$ cat src/rtl/flk_pkg.sv
package flk_pkg;

  localparam logic [2:0] OP_PROG    = 3'd1;
  localparam logic [2:0] OP_ERASE   = 3'd2;
  localparam logic [2:0] OP_SETLOCK = 3'd3;
  localparam logic [2:0] OP_CLRLOCK = 3'd4;
  localparam logic [2:0] OP_SETSEC  = 3'd5;

  localparam logic [1:0] ARR_PROG  = 2'd0;
  localparam logic [1:0] ARR_PAGE  = 2'd1;
  localparam logic [1:0] ARR_FULL  = 2'd2;

  typedef enum logic [1:0] {ST_IDLE, ST_ARRAY, ST_WIPE} flkState_e;

  // strobes from control to datapath, each valid for one cycle
  typedef struct packed {
    logic setLock;
    logic clrLock;
    logic setSec;
    logic clrSec;
    logic clrAll;
    logic raiseErr;
  } flkStrobe_t;

endpackage

$ cat src/rtl/flk_pinqual.sv
module flk_pinqual #(
  parameter int QUAL_TICKS = 16
) (
  input  logic clk,
  input  logic rstN,
  input  logic slowTick,
  input  logic pinAsync,
  output logic qualPulse
);
  localparam int CNT_W = $clog2(QUAL_TICKS + 2);

  logic syncA, syncB;
  logic [CNT_W-1:0] tickCnt;
  logic fired;

  always_ff @(posedge clk) begin
    if (!rstN) begin
      syncA <= 1'b0;
      syncB <= 1'b0;
    end else begin
      syncA <= pinAsync;
      syncB <= syncA;
    end
  end

  // count ticks while high; qualify on the tick that passes the limit
  always_ff @(posedge clk) begin
    if (!rstN) begin
      tickCnt   <= '0;
      fired     <= 1'b0;
      qualPulse <= 1'b0;
    end else begin
      qualPulse <= 1'b0;
      if (!syncB) begin
        tickCnt <= '0;
        fired   <= 1'b0;
      end else if (slowTick && !fired) begin
        if (tickCnt == CNT_W'(QUAL_TICKS)) begin
          fired     <= 1'b1;
          qualPulse <= 1'b1;
        end else begin
          tickCnt <= tickCnt + 1'b1;
        end
      end
    end
  end
endmodule

$ cat src/rtl/flk_ctrl.sv
module flk_ctrl
  import flk_pkg::*;
#(
  parameter int REGIONS   = 8,
  parameter int PAGE_BITS = 2
) (
  input  logic clk,
  input  logic rstN,
  input  logic cmdValid,
  input  logic [2:0] cmdOp,
  input  logic [$clog2(REGIONS)+PAGE_BITS-1:0] cmdAddr,
  input  logic [REGIONS-1:0] lockVec,
  input  logic qualPulse,
  input  logic arrDone,
  output flkStrobe_t stb,
  output logic [$clog2(REGIONS)-1:0] regionIdx,
  output logic arrReq,
  output logic [1:0] arrOp,
  output logic [$clog2(REGIONS)+PAGE_BITS-1:0] arrAddr,
  output logic cmdDone,
  output logic cmdAbort,
  output logic lockErr,
  output logic busy
);
  localparam int REGION_BITS = $clog2(REGIONS);
  localparam int ADDR_W      = REGION_BITS + PAGE_BITS;

  flkState_e state;
  logic pending;
  logic [1:0] opQ;
  logic [ADDR_W-1:0] addrQ;

  logic accept, isArrayCmd, hitLocked;

  assign regionIdx  = cmdAddr[ADDR_W-1:PAGE_BITS];
  assign accept     = (state == ST_IDLE) && !pending && cmdValid;
  assign isArrayCmd = (cmdOp == OP_PROG) || (cmdOp == OP_ERASE);
  assign hitLocked  = lockVec[regionIdx];

  always_comb begin
    stb          = '0;
    stb.setLock  = accept && (cmdOp == OP_SETLOCK);
    stb.clrLock  = accept && (cmdOp == OP_CLRLOCK);
    stb.setSec   = accept && (cmdOp == OP_SETSEC);
    stb.raiseErr = accept && isArrayCmd && hitLocked;
    stb.clrAll   = qualPulse;
    stb.clrSec   = (state == ST_WIPE) && arrDone;
  end

  always_ff @(posedge clk) begin
    if (!rstN) begin
      state    <= ST_IDLE;
      pending  <= 1'b0;
      opQ      <= ARR_PROG;
      addrQ    <= '0;
      cmdDone  <= 1'b0;
      cmdAbort <= 1'b0;
      lockErr  <= 1'b0;
    end else begin
      cmdDone  <= 1'b0;
      cmdAbort <= 1'b0;
      unique case (state)
        ST_IDLE: begin
          if (pending) begin
            state   <= ST_WIPE;
            opQ     <= ARR_FULL;
            addrQ   <= '0;
            pending <= 1'b0;
          end else if (cmdValid) begin
            if (isArrayCmd && hitLocked) begin
              cmdDone  <= 1'b1;
              cmdAbort <= 1'b1;
              lockErr  <= 1'b1;
            end else if (isArrayCmd) begin
              state <= ST_ARRAY;
              opQ   <= (cmdOp == OP_PROG) ? ARR_PROG : ARR_PAGE;
              addrQ <= cmdAddr;
            end else begin
              cmdDone <= 1'b1;
              lockErr <= 1'b0;
            end
          end
        end
        ST_ARRAY: begin
          if (arrDone) begin
            state   <= ST_IDLE;
            cmdDone <= 1'b1;
            lockErr <= 1'b0;
          end
        end
        ST_WIPE: begin
          if (arrDone) state <= ST_IDLE;
        end
        default: state <= ST_IDLE;
      endcase
      if (qualPulse) pending <= 1'b1;
    end
  end

  assign arrReq  = (state == ST_ARRAY) || (state == ST_WIPE);
  assign arrOp   = opQ;
  assign arrAddr = addrQ;
  assign busy    = (state != ST_IDLE) || pending;
endmodule

$ cat src/rtl/flk_data.sv
module flk_data
  import flk_pkg::*;
#(
  parameter int REGIONS = 8
) (
  input  logic clk,
  input  logic rstN,
  input  flkStrobe_t stb,
  input  logic [$clog2(REGIONS)-1:0] regionIdx,
  input  logic [REGIONS-1:0] nvLockInit,
  input  logic nvSecInit,
  input  logic irqClr,
  input  logic dbgReq,
  input  logic ppReq,
  output logic [REGIONS-1:0] lockQ,
  output logic secQ,
  output logic irqQ,
  output logic wbValid,
  output logic dbgGrant,
  output logic ppGrant
);
  logic [REGIONS-1:0] lockNext;
  logic secNext;

  always_comb begin
    lockNext = lockQ;
    if (stb.clrAll)       lockNext = '0;
    else if (stb.setLock) lockNext[regionIdx] = 1'b1;
    else if (stb.clrLock) lockNext[regionIdx] = 1'b0;
  end

  always_comb begin
    secNext = secQ;
    if (stb.clrSec)      secNext = 1'b0;
    else if (stb.setSec) secNext = 1'b1;
  end

  always_ff @(posedge clk) begin
    if (!rstN) begin
      lockQ   <= nvLockInit;
      secQ    <= nvSecInit;
      irqQ    <= 1'b0;
      wbValid <= 1'b0;
    end else begin
      lockQ   <= lockNext;
      secQ    <= secNext;
      wbValid <= (lockNext != lockQ) || (secNext != secQ);
      if (stb.raiseErr)  irqQ <= 1'b1;
      else if (irqClr)   irqQ <= 1'b0;
    end
  end

  assign dbgGrant = dbgReq & ~secQ;
  assign ppGrant  = ppReq & ~secQ;
endmodule

$ cat src/rtl/flk_guard.sv
module flk_guard
  import flk_pkg::*;
#(
  parameter int REGIONS    = 8,
  parameter int PAGE_BITS  = 2,
  parameter int QUAL_TICKS = 16
) (
  input  logic clk,
  input  logic rstN,
  input  logic slowTick,
  input  logic erasePin,
  input  logic cmdValid,
  input  logic [2:0] cmdOp,
  input  logic [$clog2(REGIONS)+PAGE_BITS-1:0] cmdAddr,
  output logic cmdDone,
  output logic cmdAbort,
  output logic arrReq,
  output logic [1:0] arrOp,
  output logic [$clog2(REGIONS)+PAGE_BITS-1:0] arrAddr,
  input  logic arrDone,
  output logic irq,
  input  logic irqClr,
  output logic statusLockErr,
  output logic statusBusy,
  output logic statusSecure,
  input  logic [REGIONS-1:0] nvLockInit,
  input  logic nvSecInit,
  output logic wbValid,
  output logic [REGIONS-1:0] wbLocks,
  output logic wbSec,
  input  logic dbgReq,
  output logic dbgGrant,
  input  logic ppReq,
  output logic ppGrant
);
  localparam int REGION_BITS = $clog2(REGIONS);

  flkStrobe_t stb;
  logic [REGION_BITS-1:0] regionIdx;
  logic [REGIONS-1:0] lockQ;
  logic secQ;
  logic qualPulse;

  flk_pinqual #(.QUAL_TICKS(QUAL_TICKS)) uQual (
    .clk(clk), .rstN(rstN), .slowTick(slowTick),
    .pinAsync(erasePin), .qualPulse(qualPulse)
  );

  flk_ctrl #(.REGIONS(REGIONS), .PAGE_BITS(PAGE_BITS)) uCtrl (
    .clk(clk), .rstN(rstN), .cmdValid(cmdValid), .cmdOp(cmdOp),
    .cmdAddr(cmdAddr), .lockVec(lockQ), .qualPulse(qualPulse),
    .arrDone(arrDone), .stb(stb), .regionIdx(regionIdx),
    .arrReq(arrReq), .arrOp(arrOp), .arrAddr(arrAddr),
    .cmdDone(cmdDone), .cmdAbort(cmdAbort), .lockErr(statusLockErr),
    .busy(statusBusy)
  );

  flk_data #(.REGIONS(REGIONS)) uData (
    .clk(clk), .rstN(rstN), .stb(stb), .regionIdx(regionIdx),
    .nvLockInit(nvLockInit), .nvSecInit(nvSecInit), .irqClr(irqClr),
    .dbgReq(dbgReq), .ppReq(ppReq), .lockQ(lockQ), .secQ(secQ),
    .irqQ(irq), .wbValid(wbValid), .dbgGrant(dbgGrant), .ppGrant(ppGrant)
  );

  assign wbLocks      = lockQ;
  assign wbSec        = secQ;
  assign statusSecure = secQ;
endmodule

$ cat config.mk
export PLATFORM = sky130hd
export DESIGN_NAME = flk_guard
export DESIGN_NICKNAME = d
export VERILOG_FILES = /design/src/rtl/flk_pkg.sv /design/src/rtl/flk_pinqual.sv /design/src/rtl/flk_ctrl.sv /design/src/rtl/flk_data.sv /design/src/rtl/flk_guard.sv
export SDC_FILE = /design/constraint.sdc
export NUM_CORES = 1
export LEC_CHECK = 0
export ABC_AREA = 1
export CORE_MARGIN = 10
export CORE_UTILIZATION = 57
export DETAILED_ROUTE_END_ITERATION = 16
export DONT_BUFFER_PORTS = 1
export MAX_ROUTING_LAYER = met4
export PLACE_DENSITY = 0.72
export SYNTH_ARGS = -nofsm -noshare
export SYNTH_HDL_FRONTEND = slang
export SYNTH_HIERARCHICAL = 1
export SYNTH_SLANG_ARGS = --single-unit
$ cat constraint.sdc
create_clock -name clk -period 2.1 [get_ports clk]
set_input_delay 0.21 -clock clk [delete_from_list [all_inputs] [get_ports clk]]
set_output_delay 0.21 -clock clk [all_outputs]
set_load 0.02 [all_outputs]
Yosys cells after proc, flatten, opt, wreduce, memory -nomap -nowiden
Index checks and enable logic that the tools add are counted.
{"block": "totals", "reg_bits": 33, "inputBits": 26, "out_inout_bits": 26, "word_cells": 125}
{"block": "classes", "n_addsub": 1, "n_lt_le_gt_ge": 2, "eq_ne": 19, "mux": 44, "bitwise_logic": 10, "reduce_logical": 33}
{"op": "$mux 8", "count": 4}
{"op": "$mux 1", "count": 22}
{"op": "$mux 5", "count": 4}
{"op": "$mux 2", "count": 9}
{"op": "$reduce_bool 2->1", "count": 6}
{"op": "$logic_and 1x1->1", "count": 11}
{"op": "$and 8x8->8", "count": 1}
{"op": "$ne 8x8->1", "count": 1}
{"op": "$not 8->8", "count": 1}
{"op": "$or 8x8->8", "count": 1}
{"op": "$reduce_and 4->1", "count": 2}
{"op": "$eq 3x2->1 const B", "count": 2}
{"op": "$eq 3x3->1 const B", "count": 2}
{"op": "$ne 2x2->1 const B", "count": 3}
{"op": "$ne 3x2->1 const B", "count": 2}
{"op": "$reduce_and 2->1", "count": 3}
{"op": "$add 5x1->5 const B", "count": 1}
{"op": "$eq 5x5->1 const B", "count": 1}
{"op": "$not 1->1", "count": 5}
{"op": "$reduce_and 5->1", "count": 1}
{"op": "$logic_or 1x1->1", "count": 4}
{"op": "$lt 3x4->1 const B", "count": 1}
{"op": "$ne 2x1->1 const B", "count": 2}
{"op": "$pmux 1 s2", "count": 2}
{"op": "16 further kinds", "count": 18}

Longest topological paths before layout
Gate-level depths: netlist of run 1.
{"block": "logic_depth", "ltp_word": 11, "mapped_depth": 18}

By module
The synthesis of run 1 kept the hierarchy.
{"mod": "flk_ctrl", "n_inst": 1, "cells_per_inst": 121, "area_each_um2": 843.3, "seq_area_each_um2": 260.2}
{"mod": "flk_data", "n_inst": 1, "cells_per_inst": 136, "area_each_um2": 810.8, "seq_area_each_um2": 220.2}
{"mod": "flk_pinqual", "n_inst": 1, "cells_per_inst": 62, "area_each_um2": 425.4, "seq_area_each_um2": 180.2}
{"mod": "flk_guard", "n_inst": 1, "cells_per_inst": 1, "area_each_um2": 7.5, "seq_area_each_um2": 0.0}

Worst setup path before layout of run 1
No wires, ideal clock.
{"block": "synth_timing", "path_kind": "register to register", "startpoint": "reg uCtrl.state[0]", "endpoint": "reg uData.wbValid", "setup_ps": 127, "t_arrival_ps": 2204, "required_ps": 1973, "setup_slack_ps": -231, "path_stages_with_launch": 18, "n_path_buf": 0, "path_cell_list": "dfxtp_1 inv_1 ha_1 inv_2 nor2_4 inv_2 nor2_8 inv_4 nor4_1 inv_1 o21ai_1 nand2_1 nand3_1 nand2_1 nor2_1 nand3_1 nor2_1 nor2_1"}
{"item": "start, declared", "line": "flk_ctrl.sv:28", "rtl": "flkState_e state;"}
{"item": "start signal, assigned", "line": "flk_ctrl.sv:52", "rtl": "state <= ST_IDLE;"}
{"item": "start signal, assigned", "line": "flk_ctrl.sv:65", "rtl": "state <= ST_WIPE;"}
{"item": "start signal, assigned", "line": "flk_ctrl.sv:75", "rtl": "state <= ST_ARRAY;"}
{"item": "end signal, assigned", "line": "flk_data.sv:47", "rtl": "wbValid <= (lockNext != lockQ) || (secNext != secQ);"}
{"item": "end, declared", "line": "flk_data.sv:18", "rtl": "output logic wbValid,"}

==> results of run 1 <==
==> flip-flops by register name, indices dropped and copies added (netlist names) <==
signal and flops:
uData/wbValid 1, uCtrl/cmdAbort 1, uQual/qualPulse 1, uQual/syncB 1
uCtrl/cmdDone 1, uCtrl/pending 1, uQual/syncA 1, uData/lockQ 8
uCtrl/arrAddr 5, uData/secQ 1, uData/irqQ 1, uCtrl/lockErr 1
uQual/fired 1, uCtrl/arrOp 2, uQual/tickCnt 5, uCtrl/state 2
==> placed cells by master, fill, tap and decap left out, types with 3 or more instances in the layout <==
master    instances
nor2_1           22
nand4_1           9
nand3_1          31
o21ai_0          10
ha_1              4
o21ai_1           3
a21oi_1          20
dfxtp_1          32
inv_1            45
inv_2             7
clkbuf_1          3
clkbuf_8          5
nand2_1          92
nor2_8            3
nand2_2           3
buf_4             7
nand3_2           4
==> per-layer routing <==
metal | up-vias | GRT usage (%) | wire [um]
met1 | 861 | 18.41 | 2279
met5 | - | - | 0
li1 | 1014 | - | -
met4 | 0 | 5.282 | 49
met3 | 6 | 5.568 | 457
met2 | 61 | 23.49 | 2156
==> layout make-up <==
class | instances | area (um^2) | area share, %
Multi-Input combinational cell | 219 | 1161 | 51.87
Sequential cell | 33 | 661.9 | 29.57
Inverter | 56 | 220.2 | 9.838
Clock buffer | 8 | 80.08 | 3.577
Timing Repair Buffer | 8 | 57.56 | 2.571
Tap cell | 46 | 57.56 | 2.571
==> metrics by stage <==
stage / TNS, ns / instance area, um^2 / hold WS (ns) / std cells
floorplan: 0 / 2102 / 0.3035 / 320
global placement: -0.001324 / 2113 / 0.3060 / 360
detailed placement: -0.02685 / 2113 / 0.3103 / 360
CTS: -0.001742 / 2201 / 0.01749 / 368
global route: -0.2500 / 2238 / 0.03177 / 370
finish: -0.07526 / 2238 / 0.02633 / 370
==> timing repair <==
action / in CTS / in global routing
resized for setup: 3 / 9
pin swaps: 2 / 8
endpoints found under the setup margin: 1 / 1
setup buffers: 0 / 1
cloned: 0 / 1
==> path summary, 6_finish.rpt <==
check / end / slack, ns
setup / recovery: uData/wbValid / -0.08
hold reg to reg: uQual/syncB / 0.42
hold / removal: uQual/syncA / 0.03
setup reg to reg: uData/wbValid / -0.08
==> power breakdown <==
group          switching, W  leakage (nW)  internal (W)
Sequential        0.0000679         0.271      0.000655
Clock              0.000220        0.0395      0.000235
Combinational      0.000142         0.751     0.0000848
==> cell families (layout without fill, tap and decap cells) <==
family / count (synthesis) / in the layout / share of synthesized area (%)
compound gates: 38 / 38 / 9.712
fa+ha+maj: 5 / 5 / 2.998
buf+inv: 68 / 72 / 14.81
flops: 33 / 33 / 31.65
simple gates: 176 / 176 / 40.83
==> worst register-to-register path: stages, from the launching register on <==
cell and delay (ns):
dfxtp_2 0.33, inv_2 0.07, ha_4 0.14, inv_2 0.05, nor2_4 0.14, inv_4 0.06, nor2_8 0.10, inv_4 0.06
nor4_4 0.35, inv_2 0.07, buf_4 0.15, o21ai_0 0.15, a21oi_1 0.10, nand2_1 0.07, nand2_1 0.05, nand3_1 0.09
nor2_1 0.05, nor2_1 0.08
==> run metrics, run 1 <==
pin slew with the least headroom to its limit=~0.51 ns; Final setup viols=1; Area contributors post-synth=dfxtp_1 32%, nand2_1 17%, inv_1 8.6%; power density cells=roughly 630 mW/mm^2; vias per inst=between 5 and 6; routability cong.=around 0.87; DRC errors left=0; min Tclk post-route=~2.2 ns; iteration count of the initial detailed-routing pass=5; Layout Skew=0.004729 ns; Final period util=103.6%; Detail Placement HPWL=~3800 um; # rows=21; failing checks=setup timing; CTS tree=yes; DR WL/cell=between 10 and 15 um; Util after Layout=65.03%; worst flop-to-flop path startpoint=uCtrl/state[1]; Die W=80.51 um; # clock sinks=33; final wirelength=just under 5000 um; count leader, synth=nand2_1; outcome=complete, but fails checks; fillers=around 320; CTS Buffer Depth=2; highest clock rate=roughly 460 MHz; Initial Util=approximately three fifths; worst hold path stage count=2; max_cap viols=0; Max VDD drop=0.0004080 V; Die H=~80 um; Data arrival, critical path=~2.4 ns; worst path required time=between 2 and 2.5 ns; Clock H-tree levels=2; Die ar.=roughly 0.0065 mm^2; top cell type's share of synthesized area=between 30% and 40%; Slew Limit Headroom=between 60% and 70%; Total Nets Final=between 300 and 400; total grt overflow=0; antenna-violating nets left=0; via count=slightly below 2000; Async SR Flop Fraction=0%; critical path's top delay family=simple AND/OR/NAND/NOR gates; R2R cell count=17; critical path's most frequent cell=inv_2; port bufs=0; Crit. Startpoint=uCtrl/state[1]; slowest stage delay, CP=between 0.3 and 0.4 ns; Hold-fix buffers, CTS=0; Skew-Pair Late Insertion Delay=between 0.2 and 0.3 ns; GRT Total Usage=between 10% and 20%; setup slack at placement=-0.02685 ns; Seq/Total Area, Yosys=around a third; leakage=between 1 and 1.5 nW; Seq cells post-synth=33; CP endpoint kind=flop; largest net degree at the start of global routing=17; Hold Fails Final Rpt=0; Hold Crit Start=rstN; first-pass GRT wire length=7907 um; WP depth=17; buffers and inverters on the worst path=6; post-synth cell types=31; synth warn=6; share of cells above drive strength 1=a little over an eighth; Core Area=between 0.003 and 0.004 mm^2; CP max stage cell=nor4_4; mean area per synthesized cell=6.522 um^2; Iter 0 DRT Violations=about 130; largest fanout on the critical path=5; Mapped Cells=between 300 and 400; TritonCTS Buffers=5; initial antenna violation count=0; clock slew at reported path FFs=0.06 ns; vias in the first global route=between 1500 and 2000; HP Class=primary input to flop; Inserted Diodes=0; CTS root buf=clkbuf_8; Mapped Area=between 0.002 and 0.0025 mm^2; final worst setup slack=-0.07526 ns; Post-Syn Nets=about 350; WS Path Type=flop to flop; crit path cell chain=inv_2, ha_4, inv_2, nor2_4, inv_4, nor2_8, inv_4, nor4_4, inv_2, buf_4, o21ai_0, a21oi_1, nand2_1, nand2_1, nand3_1, nor2_1, nor2_1; I/O Pins=52; unrepaired setup endpoints after global routing=yes; Tot Pwr=roughly 0.0014 W; largest area contributor in the netlist=dfxtp_1; Commonest cells post-synth=93 x nand2_1, 48 x inv_1, 33 x dfxtp_1; Pins Over Slew Limit=0; number of synthesized flops with an enable pin=0; Layout Area Growth over Synthesis=7.254%; Main synth FF type=dfxtp_1; crit start category=flop
No activity file was read; power rests on OpenSTA's default activity.
==> run 2, diff against run 1 <==
--- a/config.mk
+++ b/config.mk
@@ -8,6 +8,7 @@
 export ABC_AREA = 1
 export CORE_MARGIN = 10
 export CORE_UTILIZATION = 57
+export CTS_BUF_LIST = sky130_fd_sc_hd__clkbuf_16
 export DETAILED_ROUTE_END_ITERATION = 16
 export DONT_BUFFER_PORTS = 1
 export MAX_ROUTING_LAYER = met4
==> constraint.sdc (replaced) <==
create_clock -name clk -period 2.1 [get_ports clk]
set_input_delay 0.21 -clock clk [delete_from_list [all_inputs] [get_ports clk]]
set_output_delay 0.21 -clock clk [all_outputs]
set_load 0.1 [all_outputs]
==> run 2 against run 1 <==
Net effect: combinational power is 130% higher; die area stayed put; critical path type unchanged; critical endpoint unchanged; utilization is 8.8 points higher; the flow still finishes with violations (setup timing).
==> run metrics, run 2 (synthesis results as in run 1) <==
CTS Buffer Depth=2 (unchanged); Hold Fails Final Rpt=0 (unchanged); critical path's top delay family=simple AND/OR/NAND/NOR gates; largest register by flop count=uData/lockQ; Skew-Pair Late Insertion Delay=0.28 ns (about the same); I/O Pins=52 (unchanged); terminus of the critical flop-to-flop path=uData/wbValid; first-pass GRT wire length=9052 um (+14%); TritonCTS Buffers=5 (unchanged); share of cells above drive strength 1=21.37% (+7.8 points); largest net degree at the start of global routing=17 (unchanged); min Tclk post-route=2.117 ns (-0.05788 ns); highest clock rate=472.3 MHz (+2.7%); Final setup viols=1 (unchanged); leakage=1.245 nW (+17%); Final period util=100.8% (-2.8 points); failing checks=setup timing; buffers and inverters on the worst path=6 (unchanged); clock slew at reported path FFs=0.05 ns (about the same); Die W=80.51 um (unchanged); DR WL/cell=13.86 um (+3.8%); R2R cell count=18 (+1); Tot Pwr=0.002009 W (+43%); worst path required time=2.25 ns (-0.06 ns); power density cells=790.5 mW/mm^2 (+26%); crit start category=flop; Core Area=0.003442 mm^2 (unchanged); DRC errors left=0 (unchanged); port bufs=0 (unchanged); worst flop-to-flop path startpoint=uCtrl/state[0]; Total Nets Final=381 (+7.6%); Slew Limit Headroom=63.53% (-2.7 points); CP max stage cell=dfxtp_2; Layout Skew=0.005287 ns (+0.0005579 ns); worst hold path stage count=2 (unchanged); CTS tree=yes; Util after Layout=73.83% (+8.8 points); slowest stage delay, CP=0.33 ns (-0.02 ns); Iter 0 DRT Violations=141 (+10%); commonest non-fill, non-tap cell in the layout=nand2_1; CTS root buf=clkbuf_16; pin slew with the least headroom to its limit=0.5516 ns (+0.04561 ns); vias per inst=5.264 (+0.30%); final worst setup slack=-0.01739 ns (+0.05788 ns); crit path cell chain=inv_2, ha_4, inv_4, nor2_4, inv_4, nor2_8, inv_4, nor4_4, buf_4, inv_2, o21ai_1, nand2_1, nand3_1, nand2_1, nor2_1, nand3_1, nor2_1, nor2_1; largest fanout on the critical path=5 (unchanged); reg2reg setup slack=-0.02 ns (+0.06 ns); Hold Crit Start=rstN; Clock H-tree levels=2 (unchanged); total grt overflow=0 (unchanged); initial antenna violation count=0 (unchanged); GRT Total Usage=17.82% (+2.4 points); Detail Placement HPWL=4122 um (+9.4%); antenna-violating nets left=0 (unchanged); Inserted Diodes=0 (unchanged); final wirelength=5502 um (+11%); hold worst-path end=uQual/syncB; Data arrival, critical path=2.27 ns (-0.12 ns); vias in the first global route=1992 (+17%); Pins Over Slew Limit=0 (unchanged); Max VDD drop=0.0008169 V (+100%); Final TNS setup=-0.01739 ns (+0.05788 ns); unrepaired setup endpoints after global routing=yes; WS Path Type=flop to flop; max reg flops=8 (unchanged); iteration count of the initial detailed-routing pass=5 (unchanged); max_cap viols=0 (unchanged); outcome=complete, but fails checks; Die H=80.51 um (unchanged); most frequent cells in the layout=93 x nand2_1, 46 x inv_1, 32 x buf_4; HP Class=primary input to flop; final non-filler cell total=397 (+7.3%); # clock sinks=33 (unchanged); Layout Area Growth over Synthesis=21.76%; fillers=279 (-14%); Initial Util=60.63% (unchanged); via count=2090 (+7.6%); CP endpoint kind=flop; Die ar.=0.006482 mm^2 (unchanged); dpl cells=384 (+6.7%); routability cong.=0.8869 (+1.6%); # rows=21 (unchanged)
[run 2: changes by cell type in the layout (fill, tap and decap cells not counted), sizes merged]
cell | before | now
buf | 8 | 35
clkbuf | 8 | 5
bufinv | 0 | 1
clkinv | 1 | 2
inv | 55 | 56
[run 2: how the worst max path moves through the flow]
stage / start / end / slack, ns / cells after the start
after global routing: uCtrl/state[0] / uData/wbValid / -0.18 / 18
after global placement: uCtrl/state[0] / uData/wbValid / 0.01 / 18
after CTS: uCtrl/state[0] / uData/wbValid / 0.02 / 18
final: uCtrl/state[0] / uData/wbValid / -0.02 / 18
after floorplan: uData/secQ / dbgGrant / -0.20 / 1
after detailed placement: uCtrl/state[1] / uData/wbValid / -0.05 / 18
[run 2: worst register-to-register path, stage by stage (launching register included)]
cell	delay (ns)
dfxtp_2	0.33
inv_2	0.08
ha_4	0.15
inv_4	0.04
nor2_4	0.12
inv_4	0.06
nor2_8	0.09
inv_4	0.06
nor4_4	0.12
buf_4	0.18
inv_2	0.06
o21ai_1	0.12
nand2_1	0.10
nand3_1	0.07
nand2_1	0.06
nor2_1	0.12
nand3_1	0.09
nor2_1	0.09
nor2_1	0.04
[run 2: what timing repair did]
item	4_1_cts	5_1_grt
endpoints found under the setup margin	1	1
resized for setup	9	6
pin swaps	2	2
hold buffers	0	0
cloned	1	0
buffers inserted	2	2
[run 2: power breakdown]
part,internal [W],total [W],switching [W],leakage (nW)
clock,0.000551,0.000814,0.000264,0.0826
sequential,0.000657,0.000683,0.0000263,0.272
combinational,0.000122,0.000512,0.000390,0.891
[run 2: metrics by stage]
step           worst slack, ns  hold slack [ns]  area (um^2)
4_1_cts                0.02223          0.02164         2509
3_3_place_gp          0.009829           0.3052         2293
2_1_floorplan          -0.1999           0.3035         2096
6_report              -0.01739          0.02682         2541
5_1_grt                -0.1780          0.03488         2541
3_5_place_dp          -0.05205           0.3107         2293
[run 2: layer usage]
metal | vias to the layer above | global-route usage [%] | wire (um)
li1 | 1070 | - | -
met1 | 927 | 20.83 | 2398
met2 | 83 | 27.79 | 2556
met3 | 10 | 5.122 | 436
met4 | 0 | 7.570 | 112
met5 | - | - | 0
[run 2: final cells by class]
cell class / instances / area [um^2] / area share [%]
multi-input cells: 219 / 1166 / 45.89
flip-flops and latches: 33 / 664.4 / 26.14
repair buffers: 35 / 267.8 / 10.54
inverters: 56 / 222.7 / 8.764
clock buffers: 5 / 125.1 / 4.924
well taps: 46 / 57.56 / 2.265
clock inverters: 3 / 37.54 / 1.477
==> run 3, diff against run 2 <==
--- a/config.mk
+++ b/config.mk
@@ -6,13 +6,13 @@
 export NUM_CORES = 1
 export LEC_CHECK = 0
 export ABC_AREA = 1
-export CORE_MARGIN = 10
 export CORE_UTILIZATION = 57
 export CTS_BUF_LIST = sky130_fd_sc_hd__clkbuf_16
 export DETAILED_ROUTE_END_ITERATION = 16
 export DONT_BUFFER_PORTS = 1
 export MAX_ROUTING_LAYER = met4
 export PLACE_DENSITY = 0.72
+export SKIP_LAST_GASP = 1
 export SYNTH_ARGS = -nofsm -noshare
 export SYNTH_HDL_FRONTEND = slang
 export SYNTH_HIERARCHICAL = 1
==> run 3 against run 2 <==
Net effect: the flow still finishes with violations (setup timing); combinational power up 2%; final cell count is 1.0% higher; sequential power hardly changed; total power is 0.59% higher; utilization increased by 1.3 points; count of clock-buffer cells in the layout unchanged; clock power barely moved; setup slack got worse by 0.092 ns; register-to-register slack got worse by 0.09 ns; critical endpoint unchanged; largest cell class unchanged; largest power group unchanged.
==> run metrics, run 3 (synthesis results as in run 1) <==
outcome=complete, but fails checks; failing checks=setup timing; max reg flops=8 (unchanged); vias in the first global route=1923 (-3.5%); worst flop-to-flop path startpoint=uCtrl/state[1]; I/O Pins=52 (unchanged); CTS tree=yes; commonest non-fill, non-tap cell in the layout=nand2_1; Detail Placement HPWL=3607 um (-12%); antenna-violating nets left=0 (unchanged); Iter 0 DRT Violations=148 (+5.0%); Total Nets Final=385 (+1.0%); largest register by flop count=uData/lockQ; Hold-fix buffers, CTS=0 (unchanged); total grt overflow=0 (unchanged); R2R cell count=17 (-1); first-pass GRT wire length=8418 um (-7.0%); Die ar.=0.003908 mm^2 (-40%); Initial Util=61.10% (+0.47 points); unrepaired setup endpoints after global routing=yes; Hold Crit Start=rstN; # rows=21 (unchanged); vias per inst=5.426 (+3.1%); via count=2176 (+4.1%); most frequent cells in the layout=93 x nand2_1, 46 x inv_1, 37 x buf_4; Inserted Diodes=0 (unchanged); DRC errors left=0 (unchanged); critical path's most frequent cell=inv_4; final wirelength=5173 um (-6.0%); leakage=1.265 nW (+1.6%); Final period util=105.2% (+4.4 points); Skew-Pair Late Insertion Delay=0.28 ns (about the same); clock slew at reported path FFs=0.05 ns (about the same); DR WL/cell=12.90 um (-6.9%); Layout Skew=0.002538 ns (-0.002749 ns); Hold Fails Final Rpt=0 (unchanged); max_cap viols=0 (unchanged); CTS Buffer Depth=2 (unchanged); routability cong.=0.9387 (+5.8%); hold worst-path end=uQual/syncA; CTS root buf=clkbuf_16; crit path cell chain=inv_2, ha_4, inv_4, nor2_4, inv_4, nor2_8, inv_4, nor3_4, buf_4, buf_2, nand4_1, a21oi_1, nand2_1, nand2_1, nand3_1, nor2_1, nor2_1; HP Class=primary input to flop; GRT Total Usage=27.80% (+10 points); worst path required time=2.25 ns (about the same); power density cells=787.4 mW/mm^2 (-0.39%); iteration count of the initial detailed-routing pass=5 (unchanged); slowest stage delay, CP=0.33 ns (about the same); reg2reg setup slack=-0.11 ns (-0.09 ns); WS Path Type=flop to flop; Slew Limit Headroom=70.87% (+7.3 points); Clock H-tree levels=2 (unchanged); initial antenna violation count=0 (unchanged); CP max stage cell=dfxtp_2; final worst setup slack=-0.1090 ns (-0.09156 ns); CP endpoint kind=flop; Layout Area Growth over Synthesis=22.96%; highest clock rate=452.7 MHz (-4.1%); worst hold path stage count=2 (unchanged); Die W=62.51 um (-22%); crit start category=flop; Pins Over Slew Limit=0 (unchanged); terminus of the critical flop-to-flop path=uData/wbValid; # clock sinks=33 (unchanged); largest fanout on the critical path=5 (unchanged); TritonCTS Buffers=5 (unchanged); share of cells above drive strength 1=22.25% (+0.89 points); final instance area=0.002566 mm^2 (+0.98%); placed inst area=0.002293 mm^2 (unchanged); Final setup viols=1 (unchanged); Data arrival, critical path=2.36 ns (+0.09 ns); Core Area=0.003416 mm^2 (-0.76%); Max VDD drop=0.0006356 V (-22%); min Tclk post-route=2.209 ns (+0.09156 ns); port bufs=0 (unchanged); pin slew with the least headroom to its limit=0.4365 ns (-0.1151 ns); largest net degree at the start of global routing=17 (unchanged); minimum hold slack=0.02517 ns (-0.001648 ns); Die H=62.51 um (-22%)
[run 3: routing by layer]
| metal | global-route usage, % | vias to the layer above | share of wire, % |
|---|---|---|---|
| li1 | - | 1081 | - |
| met1 | 34.09 | 994 | 44 |
| met2 | 44.43 | 91 | 47 |
| met3 | 6.934 | 10 | 7.5 |
| met4 | 9.302 | 0 | 1.4 |
| met5 | - | - | 0 |
[run 3: how the worst max path moves through the flow]
stage | to | start | slack [ns] | depth (start not counted)
2_1_floorplan | dbgGrant | uData/secQ | -0.20 | 1
3_3_place_gp | uData/wbValid | uCtrl/state[0] | 0.03 | 18
3_5_place_dp | uData/wbValid | uCtrl/state[0] | -0.001 | 18
4_1_cts | uData/wbValid | uCtrl/state[0] | -0.04 | 18
5_1_grt | uData/wbValid | uCtrl/state[1] | -0.27 | 18
6_report | uData/wbValid | uCtrl/state[1] | -0.11 | 17
[run 3: metrics by stage]
stage / power [W] / util [%] / TNS (ns) / setup slack [ns] / cells
2_1_floorplan: 0.001118 / - / -0.5748 / -0.1999 / 320
3_3_place_gp: 0.001189 / 67.14 / 0 / 0.03368 / 384
3_5_place_dp: 0.001192 / 67.14 / -0.001399 / -0.001399 / 384
4_1_cts: 0.002013 / 72.45 / -0.03941 / -0.03941 / 393
5_1_grt: 0.002093 / 75.13 / -0.2742 / -0.2742 / 401
6_report: 0.002021 / 75.13 / -0.1090 / -0.1090 / 401
[run 3: where the power goes]
group | internal, W | total (W) | switching [W]
Combinational | 0.000130 | 0.000524 | 0.000394
Sequential | 0.000657 | 0.000681 | 0.0000243
Clock | 0.000551 | 0.000816 | 0.000266
[run 3: cell type report]
| type | instances | area, um^2 |
|---|---|---|
| fill | 282 | 849.6 |
| sequential | 33 | 664.4 |
| clock buffer | 5 | 125.1 |
| tap | 46 | 57.56 |
| multi-input combinational | 219 | 1165 |
| inverter | 56 | 222.7 |
| clock inverter | 3 | 37.54 |
| timing repair buffer | 39 | 294.0 |
[run 3: timing repair]
item / in CTS / in global routing
cloned: 1 / 0
buffers inserted: 0 / 8
pin swaps: 0 / 10
resized for setup: 2 / 12
endpoints found under the setup margin: 1 / 1
[run 3: worst max-delay path: cells and delay by family, from the launching register on]
| family | cells | cell delay [ns] |
|---|---|---|
| DFF | 1 | 0.33 |
| and+or+nand+nor | 9 | 0.87 |
| buffers and inverters | 6 | 0.52 |
| adders and majority gates | 1 | 0.15 |
| AOI/OAI and AO/OA | 1 | 0.20 |
